===== src/rtl/bwg_pkg.sv =====
package bwg_pkg;

   localparam int WAIT_BITS = 5;

   typedef logic [WAIT_BITS-1:0] wait_t;

   typedef struct packed {
      wait_t n16;
      wait_t s16;
      wait_t n32;
      wait_t s32;
      wait_t p16;
      wait_t p32;
   } wait_set_t;

   // two-bit non-sequential code to wait count
   function automatic wait_t nseq_map(input logic [1:0] code);
      case (code)
         2'd0:    return wait_t'(4);
         2'd1:    return wait_t'(3);
         2'd2:    return wait_t'(2);
         default: return wait_t'(8);
      endcase
   endfunction

   // sequential bit to wait count; the slow value doubles per window
   function automatic wait_t seq_map(input logic fast, input int win);
      return fast ? wait_t'(1) : wait_t'(2 << win);
   endfunction

   // derive the 32-bit waits from the 16-bit pair; prefetch follows sequential
   function automatic wait_set_t build_set(input wait_t n16, input wait_t s16);
      wait_set_t s;
      s.n16 = n16;
      s.s16 = s16;
      s.n32 = wait_t'(n16 + s16 + 1);
      s.s32 = wait_t'(2 * s16 + 1);
      s.p16 = s.s16;
      s.p32 = s.s32;
      return s;
   endfunction

endpackage


===== src/rtl/bwg_table.sv =====
module bwg_table
   import bwg_pkg::*;
#(
   parameter int REGION_BITS = 4,
   parameter int N_WIN       = 3,
   parameter int WIN_BASE    = 8,
   parameter int SAVE_REGION = 14,
   parameter int WRAM_REGION = 2,
   parameter int FIELD_LSB   = 2,
   parameter int FIELD_STEP  = 3,
   parameter int PF_BIT      = 14,
   parameter bit MIRROR_EN   = 1'b1
) (
   input  logic [15:0]            cfg,
   input  logic                   mirror_live,
   input  logic [REGION_BITS-1:0] region,
   output wait_set_t              sel
);

   localparam int MIRROR_REGION = SAVE_REGION + 1;

   // save-RAM prefetch waits stay at their reset sequential values
   localparam wait_set_t SAVE_RESET = build_set(nseq_map(2'd0), nseq_map(2'd0));
   localparam wait_set_t WRAM_SET   = build_set(wait_t'(2), wait_t'(2));

   wait_set_t win_set [N_WIN];
   wait_set_t save_set;
   wait_set_t mirror_set;

   genvar w;
   generate
      for (w = 0; w < N_WIN; w++) begin : g_win
         localparam int NB = FIELD_LSB + FIELD_STEP * w;
         wait_set_t base;
         always_comb begin
            base = build_set(nseq_map(cfg[NB +: 2]), seq_map(cfg[NB + 2], w));
            if (cfg[PF_BIT]) begin
               base.p16 = '0;
               base.p32 = '0;
            end
         end
         assign win_set[w] = base;
      end
   endgenerate

   always_comb begin
      save_set     = build_set(nseq_map(cfg[1:0]), nseq_map(cfg[1:0]));
      save_set.p16 = SAVE_RESET.s16;
      save_set.p32 = SAVE_RESET.s32;
   end

   generate
      if (MIRROR_EN) begin : g_mirror
         always_comb begin
            mirror_set = '0;
            if (mirror_live) begin
               mirror_set     = save_set;
               mirror_set.p16 = '0;
               mirror_set.p32 = '0;
            end
         end
      end else begin : g_no_mirror
         logic unused_live;
         assign unused_live = mirror_live;
         assign mirror_set  = '0;
      end
   endgenerate

   always_comb begin
      sel = '0;
      if (region == REGION_BITS'(WRAM_REGION)) sel = WRAM_SET;
      if (region == REGION_BITS'(SAVE_REGION)) sel = save_set;
      if (region == REGION_BITS'(MIRROR_REGION)) sel = mirror_set;
      for (int k = 0; k < N_WIN; k++) begin
         if (region == REGION_BITS'(WIN_BASE + 2 * k) ||
             region == REGION_BITS'(WIN_BASE + 2 * k + 1))
            sel = win_set[k];
      end
   end

endmodule


===== src/rtl/bwg_select.sv =====
module bwg_select
   import bwg_pkg::*;
(
   input  wait_set_t set,
   input  logic      wide,
   input  logic      seq,
   input  logic      pf,
   output wait_t     wait_val
);

   always_comb begin
      if (pf)
         wait_val = wide ? set.p32 : set.p16;
      else if (seq)
         wait_val = wide ? set.s32 : set.s16;
      else
         wait_val = wide ? set.n32 : set.n16;
   end

endmodule


===== src/rtl/bwg_stall_ctr.sv =====
module bwg_stall_ctr #(
   parameter int WAIT_W = 5,
   parameter int COST_W = WAIT_W + 1
) (
   input  logic              clk,
   input  logic              rst_n,
   input  logic              start,
   input  logic [WAIT_W-1:0] wait_val,
   input  logic              store,
   output logic              busy,
   output logic              done,
   output logic [COST_W-1:0] cost
);

   logic [WAIT_W-1:0] cnt;

   always_ff @(posedge clk) begin
      if (!rst_n) begin
         busy <= 1'b0;
         done <= 1'b0;
         cnt  <= '0;
         cost <= '0;
      end else begin
         done <= 1'b0;
         if (busy) begin
            if (cnt == WAIT_W'(1)) begin
               busy <= 1'b0;
               done <= 1'b1;
            end
            cnt <= cnt - WAIT_W'(1);
         end else if (start) begin
            cost <= COST_W'(wait_val) + (store ? COST_W'(1) : COST_W'(2));
            if (wait_val == '0) begin
               done <= 1'b1;
            end else begin
               busy <= 1'b1;
               cnt  <= wait_val;
            end
         end
      end
   end

endmodule


===== src/rtl/bus_wait_gen.sv =====
module bus_wait_gen
   import bwg_pkg::*;
#(
   parameter int ADDR_W      = 32,
   parameter int REGION_LSB  = 24,
   parameter int REGION_BITS = 4,
   parameter int N_WIN       = 3,
   parameter int WIN_BASE    = 8,
   parameter int SAVE_REGION = 14,
   parameter int WRAM_REGION = 2,
   parameter bit MIRROR_EN   = 1'b1,
   localparam int COST_W     = WAIT_BITS + 1
) (
   input  logic              clk,
   input  logic              rst_n,
   input  logic              cfg_we,
   input  logic [15:0]       cfg_wdata,
   input  logic              req,
   input  logic [ADDR_W-1:0] req_addr,
   input  logic              req_wide,
   input  logic              req_seq,
   input  logic              req_pf,
   input  logic              req_store,
   output logic              stall,
   output logic              done,
   output logic [COST_W-1:0] acc_cycles
);

   localparam int FIELD_LSB  = 2;
   localparam int FIELD_STEP = 3;
   localparam int PF_BIT     = 14;

   generate
      if (REGION_LSB + REGION_BITS > ADDR_W) begin : g_bad_addr
         $error("region field exceeds address width");
      end
      if (REGION_BITS < 4) begin : g_bad_region
         $error("at least 16 regions are required");
      end
      if (FIELD_LSB + FIELD_STEP * N_WIN > PF_BIT || N_WIN < 1) begin : g_bad_win
         $error("window fields do not fit the control register");
      end
      if (WIN_BASE + 2 * N_WIN > SAVE_REGION) begin : g_bad_map
         $error("windows overlap the save-RAM region");
      end
   endgenerate

   logic [15:0]            cfg_q;
   logic                   mirror_live_q;
   logic [REGION_BITS-1:0] region;
   wait_set_t              set;
   wait_t                  wait_val;
   logic                   busy;
   logic                   unused_addr;

   assign region      = req_addr[REGION_LSB +: REGION_BITS];
   assign unused_addr = ^req_addr;

   always_ff @(posedge clk) begin
      if (!rst_n) begin
         cfg_q         <= '0;
         mirror_live_q <= 1'b0;
      end else if (cfg_we) begin
         cfg_q         <= cfg_wdata;
         mirror_live_q <= 1'b1;
      end
   end

   bwg_table #(
      .REGION_BITS (REGION_BITS),
      .N_WIN       (N_WIN),
      .WIN_BASE    (WIN_BASE),
      .SAVE_REGION (SAVE_REGION),
      .WRAM_REGION (WRAM_REGION),
      .FIELD_LSB   (FIELD_LSB),
      .FIELD_STEP  (FIELD_STEP),
      .PF_BIT      (PF_BIT),
      .MIRROR_EN   (MIRROR_EN)
   ) table_i (
      .cfg         (cfg_q),
      .mirror_live (mirror_live_q),
      .region      (region),
      .sel         (set)
   );

   bwg_select select_i (
      .set      (set),
      .wide     (req_wide),
      .seq      (req_seq),
      .pf       (req_pf),
      .wait_val (wait_val)
   );

   bwg_stall_ctr #(
      .WAIT_W (WAIT_BITS),
      .COST_W (COST_W)
   ) ctr_i (
      .clk      (clk),
      .rst_n    (rst_n),
      .start    (req),
      .wait_val (wait_val),
      .store    (req_store),
      .busy     (busy),
      .done     (done),
      .cost     (acc_cycles)
   );

   assign stall = busy;

endmodule


===== config.mk =====
export PLATFORM = sky130hd
export DESIGN_NAME = bus_wait_gen
export DESIGN_NICKNAME = d
export VERILOG_FILES = /design/src/rtl/bwg_pkg.sv /design/src/rtl/bwg_table.sv /design/src/rtl/bwg_select.sv /design/src/rtl/bwg_stall_ctr.sv /design/src/rtl/bus_wait_gen.sv
export SDC_FILE = /design/constraint.sdc
export NUM_CORES = 1
export LEC_CHECK = 0
export BUFFER_PORTS_ARGS = -buffer_cell sky130_fd_sc_hd__buf_2
export CAP_MARGIN = 20
export CORE_ASPECT_RATIO = 0.7
export CORE_MARGIN = 4
export CORE_UTILIZATION = 34
export DETAILED_ROUTE_END_ITERATION = 16
export GPL_TIMING_DRIVEN = 0
export PLACE_DENSITY_LB_ADDON = 0.2
export SLEW_MARGIN = 10
export SYNTH_ARGS = -nofsm -noshare
export SYNTH_HDL_FRONTEND = slang
export SYNTH_SLANG_ARGS = --single-unit

===== constraint.sdc =====
create_clock -name clk -period 4.2 [get_ports clk]
set_input_delay 0.42 -clock clk [delete_from_list [all_inputs] [get_ports clk]]
set_output_delay 0.42 -clock clk [all_outputs]
set_load 0.02 [all_outputs]

; ---- Word-level counts from Yosys, hierarchy flattened
; Index checks and enable logic that the tools add are counted.
[op_classes]
addsub = 14
eq_ne = 19
n_mux = 34
bitwise = 1
reduce_logical = 11
[op_table]
columns = operator, n
row1 = 29-bit 2-to-1 mux, 6
row2 = 4-bit one-hot mux with 3 select lines, 4
row3 = 5-bit by 1-bit adder with 5-bit output (second input constant), 8
row4 = 5-bit 2-to-1 mux, 8
row5 = 4-bit equality test (second input constant), 8
row6 = 27-bit 2-to-1 mux, 1
row7 = 4-bit by 5-bit adder with 5-bit output, 3
row8 = 9-bit 2-to-1 mux, 1
row9 = 2-bit by 1-bit equality test with 1-bit output (second input constant), 4
row10 = 2-bit equality test (second input constant), 4
row11 = 2-bit zero test, 4
row12 = 1-bit 2-to-1 mux, 8
row13 = 8-bit 2-to-1 mux, 1
row14 = 7-bit 2-to-1 mux, 1
row15 = 5-bit by 6-bit adder with 6-bit output, 1
row16 = 4-bit by 4-bit adder with 5-bit output, 1
row17 = 5-bit by 1-bit equality test with 1-bit output (second input constant), 1
row18 = 5-bit zero test, 1
row19 = 5-bit by 1-bit subtractor with 5-bit output (second input constant), 1
row20 = 4-bit by 2-bit equality test with 1-bit output (second input constant), 1
row21 = 2-bit 2-to-1 mux, 2
row22 = 4-bit 2-to-1 mux, 1
row23 = 2-bit AND reduction, 2
row24 = 1-bit logical OR, 3
row25 = 4 further kinds, 4
[word_totals]
regBits = 29
output_inout_bits = 8
word_cells = 85

; ---- Depth between registers and ports, before layout
; Gate-level depths: netlist of run 1.
[logic_depth]
ltp_word = 16
depth_mapped = 15

; ---- Hierarchy
; Synthesis of run 1 repeated with hierarchy kept, for this count alone.
[hier_totals]
hier_cells = 299
area_unflattened_um2 = 2667.6
[modules_own_cells]
columns = mod, instances, cells_per_inst, area_per_inst_um2, seq_area_each_um2
row1 = bwg_table, 1, 147, 1044.8, 0.0
row2 = bwg_stall_ctr, 1, 82, 734.5, 260.2
row3 = bus_wait_gen, 1, 53, 643.1, 340.3
row4 = bwg_select, 1, 17, 245.2, 0.0

; ---- Worst setup path after synthesis of run 1
; OpenSTA, ideal clock, no wires.
[synth_path]
kind = register to register
start = reg cfg_q[9]
end = reg ctr_i.cost[4]
setup_time_ps = 79
t_arrival_ps = 3201
t_required_ps = 4121
slack_ps = 919
path_stages_with_launch = 14
period_less_slack_ps = 3281
cell_sequence = dfxtp_1 > inv_1 > ha_1 > inv_1 > ha_1 > fa_1 > o221a_2 > a221o_1 > a22oi_2 > inv_1 > fa_1 > or3_1 > o21ba_2 > a211oi_2
[synth_via]
elab_chain_len = 9
[synth_lines]
columns = element, line_no
row1 = start: declaration, bus_wait_gen.sv:48  ; logic [15:0] cfg_q;
row2 = start signal: assignment, bus_wait_gen.sv:64  ; cfg_q <= cfg_wdata;
row3 = "2-bit equality test, or another cell as far along", bwg_pkg.sv:18  ; case (code)
row4 = 4-bit one-hot mux with 3 select lines (*), bwg_pkg.sv:18
row5 = 4-bit by 5-bit adder with 5-bit output, bwg_pkg.sv:36  ; s.n32 = wait_t'(n16 + s16 + 1);
row6 = 5-bit by 1-bit adder with 5-bit output, bwg_pkg.sv:36
row7 = 29-bit 2-to-1 mux (*), bwg_table.sv:75  ; if (region == REGION_BITS'(WIN_BASE + 2 * k) ||
row8 = 5-bit 2-to-1 mux (*), bwg_select.sv:17  ; wait_val = wide ? set.n32 : set.n16;
row9 = 5-bit 2-to-1 mux (*), bwg_select.sv:14  ; else if (seq)
row10 = 5-bit 2-to-1 mux (*), bwg_select.sv:12  ; if (pf)
row11 = 5-bit by 6-bit adder with 6-bit output (*), bwg_stall_ctr.sv:32  ; cost <= COST_W'(wait_val) + (store ? COST_W'(1) : COST_W'(2));
row12 = end signal: assignment, bwg_stall_ctr.sv:32
row13 = end: declaration, bwg_stall_ctr.sv:12  ; output logic [COST_W-1:0] cost
; Every way passes the cells marked *; elsewhere a longest branch is shown, timed or not.
; A chain may end at the register's enable or synchronous reset.

; ---- Worst setup path in the final report of run 1
; Ends and elaborated chain as after synthesis.

==> results of run 1 <==
[logic make-up (layout without fill, tap and decap cells)]
| group | Yosys count | count (layout) | synth area share, % |
|---|---|---|---|
| AOI/OAI and AO/OA | 82 | 82 | 24.8 |
| muxes | 17 | 17 | 6.97 |
| xor gates and xnor gates | 5 | 5 | 1.77 |
| buffers and inverters | 48 | 81 | 8.08 |
| DFF | 26 | 26 | 21.0 |
| and+or+nand+nor | 114 | 114 | 23.7 |
| adders and majority gates | 26 | 26 | 13.7 |
[worst reg2reg max path, delay by kind of cell (launching register included)]
family | cells | cell delay [ps]
AO/OA/AOI/OAI | 5 | 1240
flip-flops | 1 | 410
AND/OR/NAND/NOR | 1 | 440
buffers and inverters | 3 | 230
adder cells (fa/ha/maj) | 4 | 1250
[cells in the mapped netlist, drive strengths merged, types with 4 or more instances]
cell type and number:
nor3 13, a31o 4, mux2i 15, nand2 23, o21ai 14, dfxtp 26, ha 24, a21oi 14
inv 32, or3 6, buf 11, clkbuf 5, xnor2 4, nand2b 5, a221oi 4, a31oi 6
nand3 5, nor2 34, nor2b 10, a211oi 8
[layer usage]
layer / global-route usage (%) / vias to the layer above / share of wire (%)
met4: 2.99 / 0 / 0.45
met2: 22.0 / 99 / 36
met3: 4.45 / 2 / 8.7
met1: 28.0 / 1114 / 54
li1: - / 1203 / -
met5: 0 / - / 0
[metrics by stage]
stage / hold slack (ps) / cell area (sq um) / util, %
final: 359 / 2810 / 40.7
after global routing: 351 / 2810 / 40.7
after CTS: 359 / 2810 / 40.7
after floorplan: 478 / 2480 / -
after global placement: 442 / 2740 / 39.7
after detailed placement: 452 / 2740 / 39.7
[state kept, by name (all words and copies together) (netlist names)]
name and count:
cfg_q 12, ctr_i.cost 6, ctr_i.cnt 5, ctr_i.busy 1, ctr_i.done 1, mirror_live_q 1
[area by class of cell]
type | count | area, sq um | area share [%]
inverters | 32 | 120 | 4.27
clock inverters | 1 | 30.0 | 1.07
clock buffers | 3 | 41.3 | 1.47
repair buffers | 29 | 145 | 5.16
flip-flops and latches | 26 | 520 | 18.5
well taps | 94 | 118 | 4.18
plain buffers | 16 | 80.1 | 2.85
multi-input cells | 244 | 1760 | 62.5
[power groups by stage]
| stage | registers (uW) | logic, uW | clock network, uW |
|---|---|---|---|
| after global routing | 299 | 321 | 237 |
| after floorplan | 303 | 197 | 0 |
| after global placement | 300 | 279 | 0 |
| final | 295 | 285 | 226 |
| after detailed placement | 301 | 281 | 0 |
| after CTS | 295 | 283 | 227 |
[final timing paths]
path | to | startpoint | slack (ps) | cells past startpoint
worst max-delay path | ctr_i.cost[4]$_SDFFE_PN0P_ | cfg_q[9]$_SDFFE_PN0P_ | 560 | 13
worst min-delay path | cfg_q[2]$_SDFFE_PN0P_ | cfg_wdata[2] | 360 | 3
worst max register to register | ctr_i.cost[4]$_SDFFE_PN0P_ | cfg_q[9]$_SDFFE_PN0P_ | 560 | 13
worst min register to register | ctr_i.cost[2]$_SDFFE_PN0P_ | ctr_i.cost[2]$_SDFFE_PN0P_ | 470 | 2
==> Flow_metrics.wiki, run 1 <==
{| class="wikitable"
! Metric !! Value
|-
| Outcome || finished, final reports clean
|-
| Pre-CTS setup slack || 479 ps
|-
| Logic gate share of total power || between 30% and 40%
|-
| Sequential fraction of design power || 36.6%
|-
| Yosys top cell area share || about a fifth
|-
| Clock network latency to the later pin of the worst-skew pair || between 200 and 300 ps
|-
| Max Cap Violations || 0
|-
| Area growth from synthesis to final layout || 13.5%
|-
| Sum of buffers and inverters on the critical path || 3
|-
| Total CTS buffers || 3
|-
| Number of warnings issued by yosys || 0
|-
| Clock tree root driver cell || clkbuf_8
|-
| Final setup slack of the worst path || roughly 560 ps
|-
| Number of nets with antenna violations after routing || 0
|-
| Commonest cells after routing, fill and taps aside || buf_2, nor2_1, inv_1, dfxtp_1, ha_1
|-
| # DRC || 0
|-
| Number of H-tree branching levels || 1
|-
| Number of synthesized flops with an enable pin || 0
|-
| # resized after CTS || 0
|-
| DP Wirelength || about 5700 microns
|-
| Total vias in the final route || between 2000 and 2500
|-
| Post-synthesis average cell area || between 7 and 8 sq um
|-
| Share of the clock period used by the worst path after layout || just under 90%
|-
| Number of inserted filler cells in the final layout || 730
|-
| Wirelength, routed || a little over 7000 microns
|-
| Full die area || between 8000 and 9000 sq um
|-
| Cell Count, Final, Fillers Out || ~450
|-
| Overflow left after global routing || 0
|-
| Number of placement rows || 25
|-
| Per-cell via count in the routed design || between 5 and 6
|-
| Most common cell on crit path || inv_1
|-
| Switching part of the total || 35.7%
|-
| Number of pins with negative max-slew slack in the final report || 0
|-
| Cell family contributing the most delay on the critical path || adder cells
|-
| Overall die width || approximately 110 microns
|-
| Largest cells by area after synthesis || dfxtp_1, ha_1, mux2i_1
|-
| Nets@finish || between 400 and 500
|-
| Cell count after synthesis || between 300 and 400
|-
| Initial antenna violation count || 0
|-
| Final count of hold timing violations || 0
|-
| Most frequent standard cell in the layout excluding fill and tap cells || buf_2
|-
| Synthesized Nets || 400
|-
| Tmin final || 3640 ps
|-
| Vertical die dimension || 79.4 microns
|-
| Syn Std Cell Area || 2480 sq um
|-
| Synth Flop Type || dfxtp_1
|-
| Power Density || about 290 nW/um^2
|-
| Critical-path cell with the highest stage delay || fa_1
|-
| Number of buffers between clock root and the deepest sink || 2
|-
| RD Place Congestion || ~0.91
|-
| Number of DRC markers in iteration 0 || around 220
|-
| Largest net degree at the start of global routing || 16
|-
| Power Total || around 810 uW
|-
| Number of global-route vias before repair || between 2000 and 2500
|-
| Leakage power total || ~0.0012 uW
|-
| Summed negative setup slack over all endpoints || 0 ps
|-
| Routed len/inst || around 16 microns
|-
| Clock Skews || between 3 and 4 ps
|-
| Slew at the pin closest to its max-slew limit || 807 ps
|-
| Peak Freq || approximately 0.27 GHz
|-
| Final setup violation count || 0
|-
| CP Class || reg2reg
|-
| Effective utilization at floorplan || about 36%
|-
| Tightest Hold Check Type || in2reg
|-
| CTS sink count || 26
|-
| Share of post-route cells with drive strength above 1 || between 10% and 20%
|-
| Buffers on Ports || 29
|-
| Total core area || 6910 sq um
|-
| Share of the yosys chip area belonging to registers || a little over a fifth
|-
| Net switching component of the power || 288 uW
|-
| Hold-fix buffers at CTS || 0
|-
| Type of element launching the critical path || flop
|-
| Relative slew slack || between 40% and 50%
|-
| Clock tree from TritonCTS || yes
|-
| Clock edge transition at the registers on the reported setup and hold paths || 110 ps
|-
| Biggest fanout along the worst timing path || 5
|-
| Share of synthesized registers carrying an async set or reset || 0%
|-
| Total routing resource utilization after global routing || between 15 and 20%
|-
| Ant diodes || 0
|-
| Setup repair after global routing missed its margin || no
|-
| Internal power contribution || a little over 500 uW
|-
| Unique masters post-synth || a little under 70
|-
| Data required, critical path || about 4400 ps
|-
| Data arrival time of the critical path || about 3900 ps
|-
| Wire length of the first global-routing pass || 11700 microns
|-
| Ordered list of cells on the worst path || inv_1 > ha_1 > inv_1 > ha_1 > fa_1 > o221a_2 > a221o_1 > a22oi_2 > inv_1 > fa_1 > or3_1 > o21ba_2 > a211oi_2
|-
| Proportion of power drawn by the clock network || between 20 and 30%
|-
| Synthesized flop and latch total || 26
|-
| Post CTS Setup Buffer Count || 0
|-
| Delay contributed by the slowest stage of the critical path || between 400 and 500 ps
|-
| Placed Cells || 441
|-
| Number of top-level pins || 64
|-
| Worst setup EP type || flop
|-
| Cell accounting for the most synthesized area || dfxtp_1
|-
| First drt pass iteration count || 5
|-
| Maximum vdd ir drop || 169 uV
|}
Note: power is estimated with default switching activity, not from simulation.
==> run 2: changes to the inputs <==
--- a/config.mk
+++ b/config.mk
@@ -6,7 +6,7 @@
 export NUM_CORES = 1
 export LEC_CHECK = 0
 export BUFFER_PORTS_ARGS = -buffer_cell sky130_fd_sc_hd__buf_2
-export CAP_MARGIN = 20
+export CAP_MARGIN = 40
 export CORE_ASPECT_RATIO = 0.7
 export CORE_MARGIN = 4
 export CORE_UTILIZATION = 34
==> constraint.sdc (replaced) <==
create_clock -name clk -period 3.5 [get_ports clk]
set_input_delay 0.35 -clock clk [delete_from_list [all_inputs] [get_ports clk]]
set_output_delay 0.35 -clock clk [all_outputs]
set_load 0.02 [all_outputs]
==> run 2 against run 1 <==
Compared with the run above:
- register-to-register slack worse by 410 ps
- critical path depth is 2 lower
- routed wire length is 1.2% higher
- fmax is 8.8% higher
- flip-flop and latch count stayed put
- highest routed layer unchanged
==> Flow_metrics.wiki, run 2 (same netlist as run 1, synthesis figures left out) <==
{| class="wikitable"
! Metric !! Value
|-
| Outcome || finished, final reports clean
|-
| Slew at the pin closest to its max-slew limit || 818 ps (+10.6 ps)
|-
| Max Cap Violations || 0 (unchanged)
|-
| Ant diodes || 0 (unchanged)
|-
| Full die area || 8740 sq um (unchanged)
|-
| First drt pass iteration count || 5 (unchanged)
|-
| Clock tree from TritonCTS || yes
|-
| Tightest Hold Check Type || in2reg
|-
| Biggest fanout along the worst timing path || 7 (+2)
|-
| Summed negative setup slack over all endpoints || 0 ps (unchanged)
|-
| CTS sink count || 26 (unchanged)
|-
| Share of the clock period used by the worst path after layout || 95.6% (+8.9 points)
|-
| Largest registers || cfg_q x12, ctr_i.cost x6, ctr_i.cnt x5
|-
| Overflow left after global routing || 0 (unchanged)
|-
| Number of H-tree branching levels || 1 (unchanged)
|-
| DP Wirelength || 5740 microns (unchanged)
|-
| Type of element launching the critical path || flop
|-
| Area growth from synthesis to final layout || 15.0%
|-
| Clock edge transition at the registers on the reported setup and hold paths || 100 ps (about the same)
|-
| Hold-fix buffers at CTS || 0 (unchanged)
|-
| Wirelength, routed || 7240 microns (+1.2%)
|-
| Worst setup EP type || flop
|-
| Final count of hold timing violations || 0 (unchanged)
|-
| Total CTS buffers || 3 (unchanged)
|-
| Buffers on Ports || 29 (unchanged)
|-
| Overall die width || 110 microns (unchanged)
|-
| Total routing resource utilization after global routing || 17.3% (+0.10 points)
|-
| Launching instance or port of the critical path || mirror_live_q$_SDFFE_PN0P_
|-
| Placed Cells || 441 (unchanged)
|-
| Number of placement rows || 25 (unchanged)
|-
| Leakage power total || 0.00125 uW (+1.0%)
|-
| Number of global-route vias before repair || 2241 (+0.81%)
|-
| Number of flip-flops in the largest register || 12 (unchanged)
|-
| # DRC || 0 (unchanged)
|-
| Number of top-level pins || 64 (unchanged)
|-
| Final setup slack of the worst path || 156 ps (-406 ps)
|-
| Number of nets with antenna violations after routing || 0 (unchanged)
|-
| Vertical die dimension || 79.4 microns (unchanged)
|-
| Maximum vdd ir drop || 197 uV (+17%)
|-
| Nets@finish || 436 (+0.46%)
|-
| Total core area || 6910 sq um (unchanged)
|-
| Largest net degree at the start of global routing || 16 (unchanged)
|-
| Depth of the worst register-to-register path || 11 (-2)
|-
| Most frequent standard cell in the layout excluding fill and tap cells || buf_2
|-
| Total vias in the final route || 2419 (+0.041%)
|-
| Clock Skews || 5.18 ps (+2.04 ps)
|-
| Tmin final || 3340 ps (-294 ps)
|-
| Number of buffers between clock root and the deepest sink || 2 (unchanged)
|-
| Wire length of the first global-routing pass || 11700 microns (+0.53%)
|-
| Critical R2R Capture || ctr_i.cost[4]$_SDFFE_PN0P_
|-
| Power Total || 968 uW (+20%)
|-
| Per-cell via count in the routed design || 5.41 (-0.41%)
|-
| Number of inserted filler cells in the final layout || 733 (+0.41%)
|-
| Pre-CTS setup slack || -151 ps (-630 ps)
|-
| Crit path capture || ctr_i.cost[4]$_SDFFE_PN0P_
|-
| Clock network latency to the later pin of the worst-skew pair || 280 ps (about the same)
|-
| Data required, critical path || 3710 ps (-710 ps)
|-
| RD Place Congestion || 0.908 (unchanged)
|-
| Routed len/inst || 16.2 microns (+0.75%)
|-
| Power Density || 339 nW/um^2 (+18%)
|-
| Area taken by multi-input logic gates || 1770 sq um (+0.92%)
|-
| Clock tree root driver cell || clkbuf_8
|-
| Hold Startpoint || cfg_wdata[9]
|-
| Relative slew slack || 45.5% (-0.71 points)
|-
| Cell Count, Final, Fillers Out || 447 (+0.45%)
|-
| Data arrival time of the critical path || 3560 ps (-300 ps)
|-
| Initial antenna violation count || 0 (unchanged)
|-
| Share of post-route cells with drive strength above 1 || 20.7% (+2.7 points)
|-
| Commonest cells after routing, fill and taps aside || buf_2, nor2_1, inv_1, nand2_1, ha_1
|-
| Final setup violation count || 0 (unchanged)
|-
| Effective utilization at floorplan || 35.9% (unchanged)
|-
| Reg-to-reg slack, setup || 160 ps (-410 ps)
|-
| Worst reg2reg path startpoint || mirror_live_q$_SDFFE_PN0P_
|-
| Number of DRC markers in iteration 0 || 238 (+9.7%)
|-
| Register name with the most flops || cfg_q
|-
| FF+latch area || 528 sq um (+1.4%)
|-
| CP Class || reg2reg
|-
| Number of pins with negative max-slew slack in the final report || 0 (unchanged)
|-
| Peak Freq || 0.299 GHz (+8.8%)
|}
## run 2: per-layer routing
metal / global-route usage, % / wire, microns / up-vias
met2: 22.5 / 2660 / 110
met1: 27.9 / 3820 / 1101
met5: 0 / 0 / -
met4: 2.99 / 55 / 0
li1: - / - / 1204
met3: 4.45 / 700 / 4
## run 2: metrics by stage
step                hold WS [ps]  util, %  cell area, sq um
CTS                          288     40.9              2830
global route                 283     41.2              2850
floorplan                    478        -              2480
finish                       293     41.2              2850
global placement             442     39.7              2740
detailed placement           452     39.7              2740
## run 2: final cells by class
type                    instances  area share [%]
well taps                      94            4.12
flip-flops and latches         26            18.5
multi-input cells             244            62.2
inverters                      32            4.21
repair buffers                 31            5.62
plain buffers                  16            2.81
clock buffers                   3            1.45
clock inverters                 1            1.05
## run 2: repair_timing
action	CTS	global route
endpoints found under the setup margin	2	3
pin swaps	1	1
setup buffers	2	0
resized for setup	2	7
## run 2: critical path, cell delays in order (launching register included)
cell	delay, ps
dfxtp_1	480
and2b_2	320
or3_1	380
a21oi_1	260
a21oi_1	120
a31oi_2	300
ha_1	230
inv_1	60
fa_2	370
or3_4	400
o21ba_2	210
a211oi_2	120
## run 2: worst min path at each step
stage                                 end  slack, ps  cells after the start
6_report            cfg_q[9]$_SDFFE_PN0P_        290                      3
5_1_grt             cfg_q[9]$_SDFFE_PN0P_        280                      3
4_1_cts             cfg_q[9]$_SDFFE_PN0P_        290                      3
3_5_place_dp   ctr_i.cost[0]$_SDFFE_PN0P_        450                      2
3_3_place_gp   ctr_i.cost[2]$_SDFFE_PN0P_        440                      2
2_1_floorplan  mirror_live_q$_SDFFE_PN0P_        480                      2
## run 2: power breakdown
part           internal, uW  total (uW)  switching, uW
combinational           149         349            200
sequential              324         354           29.7
clock                   153         265            112
==> run 3: changes to the inputs <==
--- a/config.mk
+++ b/config.mk
@@ -16,4 +16,5 @@
 export SLEW_MARGIN = 10
 export SYNTH_ARGS = -nofsm -noshare
 export SYNTH_HDL_FRONTEND = slang
+export SYNTH_HIERARCHICAL = 1
 export SYNTH_SLANG_ARGS = --single-unit
==> constraint.sdc (replaced) <==
create_clock -name clk -period 4 [get_ports clk]
set_input_delay 0.4 -clock clk [delete_from_list [all_inputs] [get_ports clk]]
set_output_delay 0.4 -clock clk [all_outputs]
set_load 0.02 [all_outputs]
==> run 3 against run 2 <==
Compared with the run above:
- largest cell class unchanged
- synthesized cell count fell by 9.7%
- critical path depth rose by 4
- first-iteration DRC count fell by 52%
- highest routed layer unchanged
- flip-flop and latch count did not move
- cell area fell by 0.22%
- global-route usage fell by 2.7 points
==> Flow_metrics.wiki, run 3 <==
{| class="wikitable"
! Metric !! Value
|-
| Outcome || finished, final reports clean
|-
| CTS sink count || 26 (unchanged)
|-
| Syn Std Cell Area || 2520 sq um (+1.8%)
|-
| Cell family contributing the most delay on the critical path || compound AO/OA/AOI/OAI gates
|-
| Area growth from synthesis to final layout || 12.8%
|-
| Largest net degree at the start of global routing || 15 (-1)
|-
| Effective utilization at floorplan || 36.2% (+0.31 points)
|-
| Leakage power total || 0.00127 uW (+1.9%)
|-
| Tightest Hold Check Type || in2reg
|-
| Total routing resource utilization after global routing || 14.6% (-2.7 points)
|-
| CP Class || reg2reg
|-
| RD Place Congestion || 0.936 (+3.1%)
|-
| Total CTS buffers || 3 (unchanged)
|-
| Buffers on Ports || 27 (-6.9%)
|-
| Power Density || 270 nW/um^2 (-20%)
|-
| Area taken by multi-input logic gates || 1730 sq um (-2.4%)
|-
| Register name with the most flops || cfg_q
|-
| Number of placement rows || 25 (unchanged)
|-
| Worst setup EP type || flop
|-
| Number of nets with antenna violations after routing || 0 (unchanged)
|-
| Total core area || 6980 sq um (+0.90%)
|-
| Number of DRC markers in iteration 0 || 115 (-52%)
|-
| Number of top-level pins || 64 (unchanged)
|-
| Share of post-route cells with drive strength above 1 || 23.7% (+3.0 points)
|-
| Most common cell on crit path || inv_1
|-
| Wire length of the first global-routing pass || 10500 microns (-10%)
|-
| Per-cell via count in the routed design || 5.05 (-6.8%)
|-
| Overflow left after global routing || 0 (unchanged)
|-
| Wirelength, routed || 6190 microns (-14%)
|-
| Type of element launching the critical path || flop
|-
| Overall die width || 111 microns (+0.82%)
|-
| Area after detailed placement || 2780 sq um (+1.5%)
|-
| Number of H-tree branching levels || 1 (unchanged)
|-
| Power Total || 768 uW (-21%)
|-
| Final count of hold timing violations || 0 (unchanged)
|-
| Number of global-route vias before repair || 2041 (-8.9%)
|-
| First drt pass iteration count || 4 (-1)
|-
| Full die area || 8880 sq um (+1.6%)
|-
| FF+latch area || 520 sq um (-1.4%)
|-
| # DRC || 0 (unchanged)
|-
| Total vias in the final route || 2094 (-13%)
|-
| Hold Slack || 382 ps (+89.0 ps)
|-
| Cell count after synthesis || 287 (-9.7%)
|-
| Final setup slack of the worst path || 200 ps (+44.4 ps)
|-
| Pre-CTS setup slack || 135 ps (+286 ps)
|-
| Share of the clock period used by the worst path after layout || 95.0% (-0.55 points)
|-
| Max Cap Violations || 0 (unchanged)
|-
| Design area || 2850 sq um (-0.22%)
|-
| Slew at the pin closest to its max-slew limit || 590 ps (-228 ps)
|-
| Setup repair after global routing missed its margin || no
|-
| Commonest cells after routing, fill and taps aside || buf_2, dfxtp_1, inv_1, ha_1, a21oi_1
|-
| Number of warnings issued by yosys || 6 (+6)
|-
| Vertical die dimension || 80.1 microns (+0.79%)
|-
| Clock network latency to the later pin of the worst-skew pair || 270 ps (about the same)
|-
| Number of flip-flops in the largest register || 12 (unchanged)
|-
| DP Wirelength || 5090 microns (-11%)
|-
| Critical-path cell with the highest stage delay || or4_4
|-
| Ordered list of cells on the worst path || inv_1 > ha_1 > inv_1 > ha_1 > inv_1 > fa_1 > xor2_1 > o21ai_1 > a32o_1 > o21ai_2 > mux2_1 > mux4_2 > or4_4 > o21a_2 > o211a_1
|-
| Number of pins with negative max-slew slack in the final report || 0 (unchanged)
|-
| Number of inserted filler cells in the final layout || 714 (-2.6%)
|-
| Nets@finish || 405 (-7.1%)
|-
| Most frequent standard cell in the layout excluding fill and tap cells || buf_2
|-
| Peak Freq || 0.263 GHz (-12%)
|-
| Post-synthesis average cell area || 8.79 sq um (+13%)
|-
| Routed len/inst || 14.9 microns (-7.8%)
|-
| Largest registers || cfg_q x12, ctr_i/cost x6, ctr_i/cnt x5
|-
| Summed negative setup slack over all endpoints || 0 ps (unchanged)
|-
| Initial antenna violation count || 0 (unchanged)
|-
| Ant diodes || 0 (unchanged)
|-
| Final setup violation count || 0 (unchanged)
|-
| Delay contributed by the slowest stage of the critical path || 560 ps (+80 ps)
|-
| Clock tree root driver cell || clkbuf_8
|-
| Number of buffers between clock root and the deepest sink || 2 (unchanged)
|-
| Relative slew slack || 59.6% (+14 points)
|-
| Clock edge transition at the registers on the reported setup and hold paths || 100 ps (about the same)
|-
| Tmin final || 3800 ps (+456 ps)
|-
| Maximum vdd ir drop || 124 uV (-37%)
|-
| Clock tree from TritonCTS || yes
|-
| Biggest fanout along the worst timing path || 4 (-3)
|-
| Data arrival time of the critical path || 3980 ps (+420 ps)
|-
| Data required, critical path || 4180 ps (+470 ps)
|-
| Sum of buffers and inverters on the critical path || 3 (+2)
|-
| Clock Skews || 2.81 ps (-2.38 ps)
|}
-- run 3: layer usage --
layer	vias up	part of all wire, %	GRT usage, %
met5	-	0	0
met4	0	0.63	3.57
met3	2	6.3	2.79
met2	59	35	18.4
met1	957	58	24.1
li1	1076	-	-
-- run 3: final timing paths --
| check | startpoint | endpoint | slack (ps) | depth (start not counted) |
|---|---|---|---|---|
| min | cfg_wdata[1] | cfg_q[1]$_SDFFE_PN0P_ | 380 | 3 |
| min reg2reg | ctr_i/cost[2]$_SDFFE_PN0P_ | ctr_i/cost[2]$_SDFFE_PN0P_ | 460 | 2 |
| max reg2reg | cfg_q[3]$_SDFFE_PN0P_ | ctr_i/busy$_SDFF_PN0_ | 200 | 15 |
| max | cfg_q[3]$_SDFFE_PN0P_ | ctr_i/busy$_SDFF_PN0_ | 200 | 15 |
-- run 3: what timing repair did --
action                                  in CTS  in global routing
resized for setup                            0                  2
hold buffers                                 0                  0
hold endpoints to repair                     0                  0
endpoints found under the setup margin       0                  5
buffers inserted                             0                  1
-- run 3: final cells by class --
type	instances	area share [%]
buffer	24	6.33
clock buffer	4	1.93
inverter	26	3.43
multi-input combinational	213	60.9
sequential	26	18.3
tap	94	4.13
timing repair buffer	28	5.01
-- run 3: through the flow --
step           utilization, %  cells
5_1_grt                  40.8    415
2_1_floorplan               -    289
6_report                 40.8    415
4_1_cts                  40.7    414
3_5_place_dp             39.9    410
3_3_place_gp             39.9    410
-- run 3: power by group --
part	switching [uW]	leakage [uW]	internal [uW]
logic	150	0.00103	135
registers	23.4	0.000214	282
clock network	88.7	0.0000288	88.1
-- run 3: worst min-delay path: cells and delay by family --
| family | cells | cell delay (ps) |
|---|---|---|
| AND/OR/NAND/NOR | 1 | 90 |
| multiplexers | 1 | 50 |
| buffers and inverters | 1 | 70 |
